==> src/rtl/mc23_pkg.sv <==
package mc23_pkg;

  typedef enum logic [1:0] {
    PH_LOW   = 2'd0,
    PH_HIGH  = 2'd1,
    PH_EXTRA = 2'd2
  } phase_t;

  localparam int unsigned BASE_CYCLES = 2;

  // phase following the current one
  function automatic phase_t step_phase(input phase_t ph, input logic req, input logic pb);
    case (ph)
      PH_LOW:  return PH_HIGH;
      PH_HIGH: return (req && pb) ? PH_EXTRA : PH_LOW;
      default: return PH_LOW;
    endcase
  endfunction

  // length of an output period decided with these inputs
  function automatic int unsigned period_cycles(input logic req, input logic pb);
    return BASE_CYCLES + ((req && pb) ? 1 : 0);
  endfunction

  // divided clock level in a given phase
  function automatic logic phase_level(input phase_t ph);
    return (ph != PH_LOW);
  endfunction

endpackage

==> src/rtl/mc23_seq.sv <==
module mc23_seq
  import mc23_pkg::*;
(
  input  logic   clk,
  input  logic   rst_n,
  input  logic   prog,
  input  logic   mod_in,
  output phase_t phase,
  output phase_t phase_nxt,
  output logic   req_seen,
  output logic   req_nxt
);

  phase_t ph_q;
  logic   req_q;

  assign phase_nxt = step_phase(ph_q, mod_in, prog);

  // request flag: captured at decision, held through the stretched cycle
  always_comb begin
    case (ph_q)
      PH_HIGH:  req_nxt = mod_in;
      PH_EXTRA: req_nxt = req_q;
      default:  req_nxt = 1'b0;
    endcase
  end

  always_ff @(posedge clk or negedge rst_n) begin
    if (!rst_n) begin
      ph_q  <= PH_LOW;
      req_q <= 1'b0;
    end else begin
      ph_q  <= phase_nxt;
      req_q <= req_nxt;
    end
  end

  assign phase    = ph_q;
  assign req_seen = req_q;

endmodule

==> src/rtl/mc23_drv.sv <==
module mc23_drv
  import mc23_pkg::*;
(
  input  logic   clk,
  input  logic   rst_n,
  input  phase_t phase_nxt,
  input  logic   req_nxt,
  output logic   div_q,
  output logic   mod_q
);

  always_ff @(posedge clk or negedge rst_n) begin
    if (!rst_n) begin
      div_q <= 1'b0;
      mod_q <= 1'b0;
    end else begin
      div_q <= phase_level(phase_nxt);
      mod_q <= (phase_nxt == PH_LOW) && req_nxt;
    end
  end

endmodule

==> src/rtl/mc23_cell.sv <==
module mc23_cell
  import mc23_pkg::*;
(
  input  logic clk,
  input  logic rst_n,
  input  logic prog,
  input  logic mod_in,
  output logic div_out,
  output logic mod_out
);

  phase_t phase;
  phase_t phase_nxt;
  logic   req_seen;
  logic   req_nxt;
  logic   at_decision;

  assign at_decision = (phase == PH_HIGH);

  mc23_seq u_seq (
    .clk       (clk),
    .rst_n     (rst_n),
    .prog      (prog),
    .mod_in    (mod_in),
    .phase     (phase),
    .phase_nxt (phase_nxt),
    .req_seen  (req_seen),
    .req_nxt   (req_nxt)
  );

  mc23_drv u_drv (
    .clk       (clk),
    .rst_n     (rst_n),
    .phase_nxt (phase_nxt),
    .req_nxt   (req_nxt),
    .div_q     (div_out),
    .mod_q     (mod_out)
  );

endmodule

==> config.mk <==
export PLATFORM = sky130hd
export DESIGN_NAME = mc23_cell
export DESIGN_NICKNAME = d
export VERILOG_FILES = /design/src/rtl/mc23_pkg.sv /design/src/rtl/mc23_seq.sv /design/src/rtl/mc23_drv.sv /design/src/rtl/mc23_cell.sv
export SDC_FILE = /design/constraint.sdc
export NUM_CORES = 1
export LEC_CHECK = 0
export ABC_CLOCK_PERIOD_IN_PS = 1500
export BUFFER_PORTS_ARGS = -buffer_cell sky130_fd_sc_hd__buf_2
export CORE_AREA = 3 3 40 42
export DETAILED_ROUTE_END_ITERATION = 6
export DIE_AREA = 0 0 43 45
export SYNTH_ARGS = -nofsm -noshare
export SYNTH_HDL_FRONTEND = slang
export SYNTH_HIERARCHICAL = 1
export SYNTH_SLANG_ARGS = --single-unit
==> constraint.sdc <==
create_clock -name clk -period 1.5 [get_ports clk]
set_input_delay 0.075 -clock clk [delete_from_list [all_inputs] [get_ports clk]]
set_output_delay 0.075 -clock clk [all_outputs]
set_load 0.02 [all_outputs]
# --- Word level (Yosys, flattened, before mapping) ---
# Cells that the tools add are included.
word_totals:
  reg_bits: 5
  output_inout_bits: 2
op_classes:
  eq_ne: 2
  mux: 3
  reduce_logical: 5
ops:
  columns: ["cell", "count"]
  rows:
  - ["2-bit logical NOT", 2]
  - ["2-bit one-hot mux with 2 select lines", 1]
  - ["2-bit by 1-bit == test with 1-bit output (second input constant)", 1]
  - ["2-bit == test (second input constant)", 1]
  - ["1-bit logical AND", 2]
  - ["2-bit two-way mux", 1]
  - ["1-bit one-hot mux with 2 select lines", 1]
  - ["2-bit nonzero test", 1]

# --- Logic depth before layout (Yosys ltp) ---
logic_depth:
  ltp_word: 5
  ltp_mapped: 5
  mapped_depth_nobuf: 5

# --- Modules after synthesis ---
# Netlist, hierarchy kept.
by_module_without_submodules:
  columns: ["mod", "n_inst", "cells_each", "area_per_inst_um2", "seq_area_each_um2"]
  rows:
  - ["mc23_seq", 1, 11, 141.4, 75.1]
  - ["mc23_drv", 1, 4, 63.8, 50.0]

# --- Least setup slack after synthesis ---
# No wires, ideal clock.
synth_path:
  path_type: "register to register"
  start: "register u_seq.ph_q[0] (netlist: u_seq/phase[0])"
  end: "register u_drv.div_q"
  setup_time_ns: 0.124
  arrival_ns: 0.940
  required_ns: 1.376
  setup_slack_ns: 0.436
  stages_incl_launch_ff: 4
  n_path_buf: 0
  synth_period_minus_slack_ns: 1.064
  cell_sequence: "dfrtp_1 > ha_1 > and3_2 > or2_1"
synth_via:
  elab_chain_len: 3
  word_cells_on_any_way: 4
synth_rtl:
  columns: ["element", "line_no", "source"]
  rows:
  - ["from (decl)", "mc23_seq.sv:14", "phase_t ph_q;"]
  - ["from (signal assigned)", "mc23_seq.sv:33", "ph_q <= phase_nxt;"]
  - ["2-bit by 1-bit == test with 1-bit output / 2-bit logical NOT (equally long branches)", "mc23_pkg.sv:13", "case (ph)"]
  - ["2-bit one-hot mux with 2 select lines *", "mc23_pkg.sv:13", null]
  - ["net phase_nxt[1]", "mc23_cell.sv:13", "phase_t phase_nxt;"]
  - ["2-bit nonzero test *", "mc23_pkg.sv:27", "return (ph != PH_LOW);"]
  - ["to (signal assigned)", "mc23_drv.sv:17", "div_q <= phase_level(phase_nxt);"]
  - ["to (decl)", "mc23_drv.sv:8", "output logic div_q,"]
# The timed path passes the listed nets; every way through them passes the cells marked *.

# --- Worst setup path in the final report ---
layout_path:
  start: "register u_seq.ph_q[1] (netlist: u_seq/phase[1])"
  end: "register u_drv.mod_q"
layout_via:
  word_cells_on_any_way: 7
layout_rtl:
  columns: ["element", "line_no", "source"]
  rows:
  - ["2-bit == test / 2-bit by 1-bit == test with 1-bit output (equally long branches)", "mc23_seq.sv:21", "case (ph_q)"]
  - ["1-bit one-hot mux with 2 select lines *", "mc23_seq.sv:21", null]
  - ["net req_nxt", "mc23_cell.sv:15", "logic req_nxt;"]
  - ["1-bit logical AND *", "mc23_drv.sv:18", "mod_q <= (phase_nxt == PH_LOW) && req_nxt;"]
  - ["to (signal assigned)", "mc23_drv.sv:18", null]
  - ["to (decl)", "mc23_drv.sv:9", "output logic mod_q"]
# Marks and branches as above.

==> results.toml <==
[grt]
globalRouteOverflowTotal = 0
grt_pass1_wl_um = 572
grt_pass1_vias = 146
grt_util_all_layers_pct = 5.017
grt_antenna_before_repair = 0
grt_max_degree = 6

[sta]
hold_violations = 0
tightest_slew_ns = 0.1595
drv_slew = 0
skew_ns = 0.003932
rsz0062_at_grt = "false"
post-route-period-util_pct = 76.59
max_freq_ghz = 0.8704
finalSetupTns_ns = 0
finalCriticalPeriod_ns = 1.149
relSlewSlack_pct = 89.34
setup_slack_ns = 0.3511
report.final.setup_viol = 0

[floorplanning]
die-area_sq_mm = 0.001935
start_util_pct = 15.97
io_pins = 6
die_h_um = 45
rows = 13
die_w_um = 43
core-area_sq_mm = 0.001285

[worst_setup_path]
start_kind = "flip-flop"
critPathMaxFanout = 2
rr_endpoint = "u_drv/mod_q$_DFF_PN0_"
reg2regPathDepth = 5
required_ns = 1.65
end_kind = "flip-flop"
cp.arrival_ns = 1.30
path_class = "flip-flop to flip-flop"
rr_startpoint = "u_seq/phase[1]$_DFF_PN0_"
cp-startpoint = "u_seq/phase[1]$_DFF_PN0_"
crit_end = "u_drv/mod_q$_DFF_PN0_"
ff2ff_setup_slack_ns = 0.35

[clock_tree]
cts_tree = "done"
htreeDepth = 1
clock-sinks = 5
ctsLongestPathBuffers = 2
cts_buffers = 3
cts_setup_buffers = 0
cts_root_buf = "clkbuf_4"
clk_pin_slew_ns = 0.04
clkLatencyLatePin_ns = 0.24

[placement]
gp_congestion = 0.6120
port_buffers = 5
dp_slack_ns = 0.3690

[logic_synthesis]
synth_top_area_share_pct = 60.98
syn-instance-count = 15
synth_area_leaders = "dfrtp_1 (61%), ha_1 (18%), a22oi_1 (3.7%)"
ys_types = 8
netlist_area_sq_um = 205.2
synth_nets = 22
ys_seq_elements = 5
ys_warn_count = 6
synth.avg_cell_area_sq_um = 13.68
synth-seq-area-share_pct = 60.98
synth_top_area_cell = "dfrtp_1"

[power]
netSwitchingFraction_pct = 30.13
power_density_mw_per_mm2 = 1706
pwr-share-comb_pct = 28.2
internal-power_w = 0.0003401
vdd_drop_max_mv = 0.3183
clock_power_share_pct = 31.5
leakage_nw = 0.1458
pwr-share-seq_pct = 40.3
switchingPower_w = 0.0001466

[run_status]
status = "completed"

[route]
wl_per_cell_um = 9.075
vias_per_cell = 3.550
drtIter0Drc = 5
vias = 142
drcViolationCount = 0
ant_nets = 0
dr.pass1.iters = 3
wirelength_um = 363

[final_layout]
diodes = 0
final_cell_mix = "buf_2 (5), dfrtp_1 (5), clkbuf_4 (3), ha_1 (3), inv_1 (2)"
n_fill_cell = 138
syn_to_final_growth_pct = 39.02
drive_gt1_share_pct = 36.00
final_nets = 33

[flow_run]
cap_violations = 0

[min_path]
hp-class = "input pin to flip-flop"
==> worst min path at each step <==
stage	start	end	slack [ns]	depth (start not counted)
2_1_floorplan	rst_n	u_drv/div_q$_DFF_PN0_	-0.22	0
3_3_place_gp	rst_n	u_drv/div_q$_DFF_PN0_	-0.11	1
3_5_place_dp	rst_n	u_drv/mod_q$_DFF_PN0_	-0.10	1
4_1_cts	prog	u_seq/phase[1]$_DFF_PN0_	0.13	2
5_1_grt	prog	u_seq/phase[1]$_DFF_PN0_	0.14	2
6_report	prog	u_seq/phase[1]$_DFF_PN0_	0.14	2
==> power groups by stage <==
stage               clock network, W  registers [W]  logic (W)
finish                      0.000153       0.000196   0.000137
global route                0.000173       0.000201   0.000155
CTS                         0.000163       0.000197   0.000139
detailed placement                 0       0.000199   0.000137
global placement                   0       0.000199   0.000135
floorplan                          0       0.000221  0.0000710
==> flip-flops by register name, summed over array words and instances (netlist names) <==
name            count
u_seq/req_seen      1
u_drv/div_q         1
u_seq/phase         2
u_drv/mod_q         1
==> metal layers <==
| metal | up-vias | global-route usage [%] | wire (um) |
|---|---|---|---|
| met5 | - | 0 | 0 |
| met4 | 0 | 3.614 | 0 |
| met3 | 0 | 5.976 | 43 |
| met2 | 5 | 7.186 | 174 |
| met1 | 69 | 3.659 | 145 |
| li1 | 68 | - | - |
==> kinds of logic after synthesis <==
group | share of synthesized area [%]
AOI/OAI and AO/OA | 3.660
adders and majority gates | 18.29
buffers and inverters | 3.660
DFF | 60.98
and+or+nand+nor | 13.42
==> what timing repair did <==
action | in CTS | in global routing
hold endpoints to repair | 5 | 0
resized for setup | 0 | 0
setup endpoints to repair | 0 | 0
hold buffers | 1 | 0
==> critical path: stages, from the launching register on <==
cell and delay (ns):
dfrtp_1 0.39, inv_1 0.09, ha_1 0.15, a22oi_1 0.08, nor2b_1 0.17, nor3b_1 0.19
==> layout make-up <==
| type | count | area, sq um | area share [%] |
|---|---|---|---|
| Multi-Input combinational cell | 8 | 72.57 | 25.44 |
| Clock buffer | 4 | 26.28 | 9.211 |
| Timing Repair Buffer | 6 | 35.03 | 12.28 |
| Inverter | 2 | 7.507 | 2.632 |
| Sequential cell | 5 | 125.1 | 43.86 |
| Tap cell | 15 | 18.77 | 6.579 |
==> synth_stat cells <==
cell / number
dfrtp_1: 5
or2_1: 1
inv_1: 2
and3_2: 1
ha_1: 3
nor2b_1: 1
a22oi_1: 1
nor3b_1: 1
==> per-stage QoR <==
stage / hold WS, ns / cells / total power [W] / utilization (%) / area [sq um]
after CTS: 0.1293 / 40 / 0.0005002 / 22.20 / 285.3
after detailed placement: -0.1042 / 35 / 0.0003354 / 19.38 / 249.0
after global placement: -0.1082 / 35 / 0.0003338 / 19.38 / 249.0
after floorplan: -0.2206 / 15 / 0.0002920 / - / 205.2
final: 0.1390 / 40 / 0.0004867 / 22.20 / 285.3
after global routing: 0.1397 / 40 / 0.0005276 / 22.20 / 285.3
Note: power is estimated with default switching activity, not from simulation.
